File: config.mk
export PLATFORM = sky130hd
export DESIGN_NAME = gctl_top
export DESIGN_NICKNAME = d
export VERILOG_FILES = /design/src/rtl/gctl_pkg.sv /design/src/rtl/gctl_rst_sync.sv /design/src/rtl/gctl_wr_decode.sv /design/src/rtl/gctl_store.sv /design/src/rtl/gctl_pulse.sv /design/src/rtl/gctl_req_gate.sv /design/src/rtl/gctl_top.sv
export SDC_FILE = /design/constraint.sdc
export NUM_CORES = 1
export LEC_CHECK = 0
export BUFFER_PORTS_ARGS = -buffer_cell sky130_fd_sc_hd__buf_2
export CORE_ASPECT_RATIO = 0.7
export CORE_MARGIN = 4
export CORE_UTILIZATION = 40
export DETAILED_ROUTE_END_ITERATION = 8
export GPL_TIMING_DRIVEN = 0
export PLACE_DENSITY_LB_ADDON = 0.08
export SYNTH_ARGS = -nofsm -noshare
export SYNTH_HDL_FRONTEND = slang
export SYNTH_SLANG_ARGS = --single-unit
File: constraint.sdc
create_clock -name clk -period 4.06 [get_ports clk]
set_input_delay 1.015 -clock clk [delete_from_list [all_inputs] [get_ports clk]]
set_output_delay 1.015 -clock clk [all_outputs]
set_load 0.1 [all_outputs]
File: src/rtl/gctl_pkg.sv
package gctl_pkg;
  localparam int DATA_W   = 32;
  localparam int MASK_LSB = 16;
  localparam int BIT_NRST = 15;
  localparam int SEQ_N    = 2;
  localparam int PIN_N    = 4;
  localparam int CH_N     = 8;
  localparam int STORE_W  = SEQ_N + PIN_N + CH_N;

  // stored control bits, most significant first: seq, pins, channels
  typedef struct packed {
    logic [SEQ_N-1:0] seq;
    logic [PIN_N-1:0] pin;
    logic [CH_N-1:0]  xfer;
  } ctrl_t;

  typedef enum logic [1:0] {
    WR_NONE   = 2'd0,
    WR_UPDATE = 2'd1,
    WR_RESET  = 2'd2
  } wr_kind_e;
endpackage

File: src/rtl/gctl_rst_sync.sv
module gctl_rst_sync (
  input  logic clk,
  input  logic rst_n,
  output logic rst_core_n
);
  logic stage1_q;
  logic stage2_q;

  always_ff @(posedge clk or negedge rst_n) begin
    if (!rst_n) begin
      stage1_q <= 1'b0;
      stage2_q <= 1'b0;
    end else begin
      stage1_q <= 1'b1;
      stage2_q <= stage1_q;
    end
  end

  assign rst_core_n = stage2_q;
endmodule

File: src/rtl/gctl_wr_decode.sv
module gctl_wr_decode
  import gctl_pkg::*;
#(
  parameter int                ADDR_W    = 8,
  parameter logic [ADDR_W-1:0] CTRL_ADDR = 8'hFC
) (
  input  logic [ADDR_W-1:0]  bus_addr,
  input  logic               bus_wr,
  input  logic [DATA_W-1:0]  bus_wdata,
  input  logic               pulse_busy,
  output wr_kind_e           wr_kind,
  output logic [STORE_W-1:0] upd_mask,
  output logic [STORE_W-1:0] upd_val
);
  logic addr_hit;
  logic wr_hit;
  logic nrst_masked;
  logic nrst_low;
  logic unused_rsvd;

  // bit 14 and its mask carry no state
  assign unused_rsvd = ^{bus_wdata[MASK_LSB+BIT_NRST-1], bus_wdata[BIT_NRST-1]};

  always_comb begin
    addr_hit    = (bus_addr == CTRL_ADDR);
    wr_hit      = bus_wr && addr_hit && !pulse_busy;
    nrst_masked = bus_wdata[MASK_LSB+BIT_NRST];
    nrst_low    = !bus_wdata[BIT_NRST];
    upd_mask    = bus_wdata[MASK_LSB +: STORE_W];
    upd_val     = bus_wdata[STORE_W-1:0];
    wr_kind     = WR_NONE;
    if (wr_hit) begin
      if (nrst_masked && nrst_low) wr_kind = WR_RESET;
      else                         wr_kind = WR_UPDATE;
    end
  end
endmodule

File: src/rtl/gctl_store.sv
module gctl_store
  import gctl_pkg::*;
(
  input  logic               clk,
  input  logic               rst_n,
  input  wr_kind_e           wr_kind,
  input  logic [STORE_W-1:0] upd_mask,
  input  logic [STORE_W-1:0] upd_val,
  output logic [STORE_W-1:0] ctrl_q
);
  logic [STORE_W-1:0] ctrl_d;
  logic               ctrl_en;

  always_comb begin
    ctrl_en = 1'b0;
    ctrl_d  = ctrl_q;
    case (wr_kind)
      WR_RESET: begin
        ctrl_en = 1'b1;
        ctrl_d  = '0;
      end
      WR_UPDATE: begin
        ctrl_en = 1'b1;
        ctrl_d  = (ctrl_q & ~upd_mask) | (upd_val & upd_mask);
      end
      default: ;
    endcase
  end

  always_ff @(posedge clk or negedge rst_n) begin
    if (!rst_n)       ctrl_q <= '0;
    else if (ctrl_en) ctrl_q <= ctrl_d;
  end
endmodule

File: src/rtl/gctl_pulse.sv
module gctl_pulse #(
  parameter int PULSE_LEN = 2
) (
  input  logic clk,
  input  logic rst_n,
  input  logic start,
  output logic pulse_o
);
  localparam int CNT_W = $clog2(PULSE_LEN + 1);
  localparam logic [CNT_W-1:0] LOAD_VAL = CNT_W'(PULSE_LEN);

  logic [CNT_W-1:0] cnt_q;
  logic [CNT_W-1:0] cnt_d;
  logic             cnt_en;

  always_comb begin
    cnt_en = 1'b0;
    cnt_d  = cnt_q;
    if (start) begin
      cnt_en = 1'b1;
      cnt_d  = LOAD_VAL;
    end else if (cnt_q != '0) begin
      cnt_en = 1'b1;
      cnt_d  = cnt_q - 1'b1;
    end
  end

  always_ff @(posedge clk or negedge rst_n) begin
    if (!rst_n)      cnt_q <= '0;
    else if (cnt_en) cnt_q <= cnt_d;
  end

  assign pulse_o = (cnt_q != '0);
endmodule

File: src/rtl/gctl_req_gate.sv
module gctl_req_gate #(
  parameter int CH_N = 8
) (
  input  logic [CH_N-1:0] raw_req,
  input  logic [CH_N-1:0] xfer_en,
  input  logic [CH_N-1:0] active,
  output logic [CH_N-1:0] req_o
);
  for (genvar ch = 0; ch < CH_N; ch++) begin : g_ch
    assign req_o[ch] = raw_req[ch] & (xfer_en[ch] | active[ch]);
  end
endmodule

File: src/rtl/gctl_top.sv
module gctl_top
  import gctl_pkg::*;
#(
  parameter int                ADDR_W    = 8,
  parameter logic [ADDR_W-1:0] CTRL_ADDR = 8'hFC,
  parameter int                PULSE_LEN = 2
) (
  input  logic              clk,
  input  logic              rst_n,
  input  logic [ADDR_W-1:0] bus_addr,
  input  logic              bus_wr,
  input  logic [DATA_W-1:0] bus_wdata,
  output logic [DATA_W-1:0] bus_rdata,
  input  logic [CH_N-1:0]   chan_req_i,
  input  logic [CH_N-1:0]   chan_active_i,
  output logic              soft_rst_o,
  output logic [SEQ_N-1:0]  seq_en_o,
  output logic [PIN_N-1:0]  pin_oe_o,
  output logic [CH_N-1:0]   xfer_en_o,
  output logic [CH_N-1:0]   chan_req_o
);
  logic               rst_core_n;
  wr_kind_e           wr_kind;
  logic [STORE_W-1:0] upd_mask;
  logic [STORE_W-1:0] upd_val;
  logic [STORE_W-1:0] ctrl_q;
  ctrl_t              ctrl_s;
  logic               pulse_start;

  gctl_rst_sync u_rst_sync (
    .clk        (clk),
    .rst_n      (rst_n),
    .rst_core_n (rst_core_n)
  );

  gctl_wr_decode #(
    .ADDR_W    (ADDR_W),
    .CTRL_ADDR (CTRL_ADDR)
  ) u_decode (
    .bus_addr   (bus_addr),
    .bus_wr     (bus_wr),
    .bus_wdata  (bus_wdata),
    .pulse_busy (soft_rst_o),
    .wr_kind    (wr_kind),
    .upd_mask   (upd_mask),
    .upd_val    (upd_val)
  );

  gctl_store u_store (
    .clk      (clk),
    .rst_n    (rst_core_n),
    .wr_kind  (wr_kind),
    .upd_mask (upd_mask),
    .upd_val  (upd_val),
    .ctrl_q   (ctrl_q)
  );

  assign pulse_start = (wr_kind == WR_RESET);

  gctl_pulse #(
    .PULSE_LEN (PULSE_LEN)
  ) u_pulse (
    .clk     (clk),
    .rst_n   (rst_core_n),
    .start   (pulse_start),
    .pulse_o (soft_rst_o)
  );

  assign ctrl_s    = ctrl_t'(ctrl_q);
  assign seq_en_o  = ctrl_s.seq;
  assign pin_oe_o  = ctrl_s.pin;
  assign xfer_en_o = ctrl_s.xfer;

  gctl_req_gate #(
    .CH_N (CH_N)
  ) u_gate (
    .raw_req (chan_req_i),
    .xfer_en (ctrl_s.xfer),
    .active  (chan_active_i),
    .req_o   (chan_req_o)
  );

  always_comb begin
    bus_rdata = '0;
    if (bus_addr == CTRL_ADDR) bus_rdata[STORE_W-1:0] = ctrl_q;
  end
endmodule

==> results.py <==
metrics = {
    "run_status": {
        "status": "completed",
    },
    "critical_path": {
        "criticalPathCategory": "in -> out",
        "crit_path_start_kind": "input port",
        "worst_setup_path_end_kind": "output pin",
        "cp_slowest_cell": "buf_2",
        "reg2reg_setup_slack_ns": 2.39,
        "crit_required_ns": 3.04,
        "worstPathArrival_ns": 2.55,
        "critPathLaunch": "bus_addr[0]",
        "r2r-start": "u_pulse.cnt_q[0]",
        "cp_max_fo": 10,
        "path_cells": "buf_2 > and4bb_4 > buf_4 > clkbuf_1 > and3_1 > buf_2",
        "cp_common_cell": "buf_2",
        "slowest_delay_ns": 0.42,
    },
    "finish": {
        "drive_gt1_share_pct": 61.8,
        "final_cell_mix": "buf_2 (94), buf_4 (21), conb_1 (19)",
        "fin_util_pct": 64.1,
        "fin_cells": 261,
        "final_nets": 287,
        "antennaDiodeCount": 0,
        "nFillCells": 262,
        "final_common_cell": "buf_2",
        "area_growth_pct": 50.5,
    },
    "pwr": {
        "p_clk_share_pct": 19.4,
        "powerDensity_nw_per_um2": 337,
        "p_seq_share_pct": 32.7,
        "power.net_switching_uw": 278,
        "p_int_uw": 340,
        "swShare_pct": 45.0,
        "ir_drop_uv": 184,
        "power_frac_comb_pct": 47.9,
        "power.static_leakage_uw": 0.00118,
    },
    "drt": {
        "drc_errors": 0,
        "wl_per_cell_um": 13.6,
        "vias": 1308,
        "firstDrtPassIters": 4,
        "drt_iter0_markers": 19,
        "antenna_left": 0,
        "viasPerCell": 5.01,
        "finalWirelength_mm": 3.54,
    },
    "clock_network": {
        "clk_latency_ns": 0.25,
        "clk_path_buf_depth": 2,
        "post_cts_resized": 0,
        "numCtsBuffers": 3,
        "clkTransAtPathRegs_ns": 0.06,
        "postCtsSetupRepairBufs": 0,
        "clock-root-buffer": "clkbuf_8",
        "cts_tree": "built",
        "htree_num_levels": 1,
        "cts_hold_buffers": 0,
        "numClockSinks": 18,
    },
    "global_route": {
        "grt_pass1_wl_mm": 5.30,
        "grt_max_degree": 17,
        "grt_pass1_vias": 1234,
        "grt_util_all_layers_pct": 17.0,
        "grt_overflow": 0,
        "antenna_found_initial": 0,
    },
    "timing": {
        "fin_tns_setup_ns": 0,
        "hold_violations": 0,
        "drv_slew": 0,
        "setup_viol": 0,
        "worstMarginPinSlew_ns": 0.639,
        "layout_min_cycle_time_ns": 3.57,
        "relSlewSlack_pct": 57.4,
        "rsz0062_at_grt": "false",
        "period_share_pct": 87.8,
        "finClkSkew_ns": 0.00388,
        "max_freq_ghz": 0.280,
    },
    "logic_synthesis": {
        "ys_ff_latch": 18,
        "syn_inst": 112,
        "syn_area_sq_um": 1220,
        "postSynthAreaPerCell_sq_um": 10.9,
        "ys_warn_count": 0,
        "synth.distinct_cells": 22,
        "seq_area_frac_synth_pct": 36.9,
    },
    "floorplan": {
        "fp.dieW_um": 74.0,
        "die-area_sq_um": 4010,
        "fp-row-count": 16,
        "core_sq_um": 2860,
        "die_h_um": 54.2,
        "num_io_pins": 114,
        "initial_core_util_pct": 42.6,
    },
    "placement": {
        "dp_hpwl_mm": 2.92,
        "dp.cells": 258,
        "portBuffers": 93,
        "gp_congestion": 0.733,
    },
    "min_path": {
        "hold_path.class": "reg -> async",
    },
    "job": {
        "maxCapViolCount": 0,
    },
}
## flip-flops by register name, summed over array words and instances, names as in the netlist
signal and flops:
u_store.ctrl_q 14, u_pulse.cnt_q 2, u_rst_sync.rst_core_n 1, u_rst_sync.stage1_q 1
## cells in the mapped netlist
| master | instances | share of area (%) |
|---|---|---|
| and4bb_4 | 1 | 1.3 |
| a41oi_1 | 1 | 0.72 |
| ha_1 | 1 | 1.0 |
| buf_6 | 2 | 1.8 |
| and3_1 | 14 | 7.2 |
| conb_1 | 2 | 0.62 |
| buf_2 | 1 | 0.41 |
| clkbuf_1 | 4 | 1.2 |
| dlymetal6s2s_1 | 1 | 1.0 |
| inv_1 | 3 | 0.92 |
| buf_4 | 21 | 13 |
| buf_8 | 1 | 1.2 |
| a32o_2 | 14 | 13 |
| and2_4 | 1 | 0.72 |
| and4_1 | 1 | 0.72 |
| o21a_1 | 8 | 4.9 |
| mux2_2 | 1 | 0.92 |
| mux2i_1 | 1 | 0.82 |
| nor2b_2 | 1 | 0.72 |
| and4b_1 | 1 | 0.82 |
| o2111ai_1 | 14 | 10 |
| dfrtp_1 | 18 | 37 |
## critical path, delay by kind of cell
kind / cells / cell delay (ns)
buffers and inverters: 4 / 0.99
and+or+nand+nor: 2 / 0.53
## cell type report
class	count	area, sq um	area share, %
clock buffer	3	41.3	2.25
multi-input combinational	78	594	32.4
timing repair buffer	93	465	25.4
buffer	30	228	12.4
tap	36	45.0	2.45
inverter	3	11.3	0.613
sequential	18	450	24.5
## metal layers
metal | global-route usage (%) | vias to the layer above | share of wire (%)
li1 | - | 633 | -
met1 | 19.5 | 595 | 38
met2 | 32.6 | 78 | 51
met3 | 3.92 | 2 | 11
met4 | 3.61 | 0 | 0.20
met5 | 0 | - | 0
## power by group through the flow
stage	Sequential (uW)	Clock (uW)	Combinational, uW
after CTS	203	123	297
after global routing	204	131	316
after global placement	206	0	293
after floorplan	220	0	230
after detailed placement	206	0	297
final	202	120	296
## worst paths after layout
| kind | endpoint | depth (start not counted) |
|---|---|---|
| worst min-delay path | u_store.ctrl_q[13] | 0 |
| worst min register to register | u_store.ctrl_q[13] | 0 |
| min in group clk | u_rst_sync.rst_core_n | 0 |
| worst max register to register | u_store.ctrl_q[3] | 7 |
| worst max-delay path | bus_rdata[12] | 6 |
| max in group asynchronous | u_store.ctrl_q[8] | 0 |
## logic make-up after synthesis
kind of cell / synth area share (%)
and+or+nand+nor: 11.5
DFF: 36.9
AOI/OAI and AO/OA: 28.6
adders and majority gates: 1.03
other: 0.616
muxes: 1.74
buffers and inverters: 19.6
## metrics by stage
stage	total power, uW	worst slack [ns]	hold slack [ns]	instance area, sq um
after floorplan	450	0.555	0.200	1280
after global placement	499	0.500	0.297	1790
after detailed placement	503	0.469	0.293	1790
after CTS	623	0.466	0.294	1840
after global routing	651	0.391	0.342	1840
final	619	0.495	0.266	1840
No activity file was read; power rests on OpenSTA's default activity.
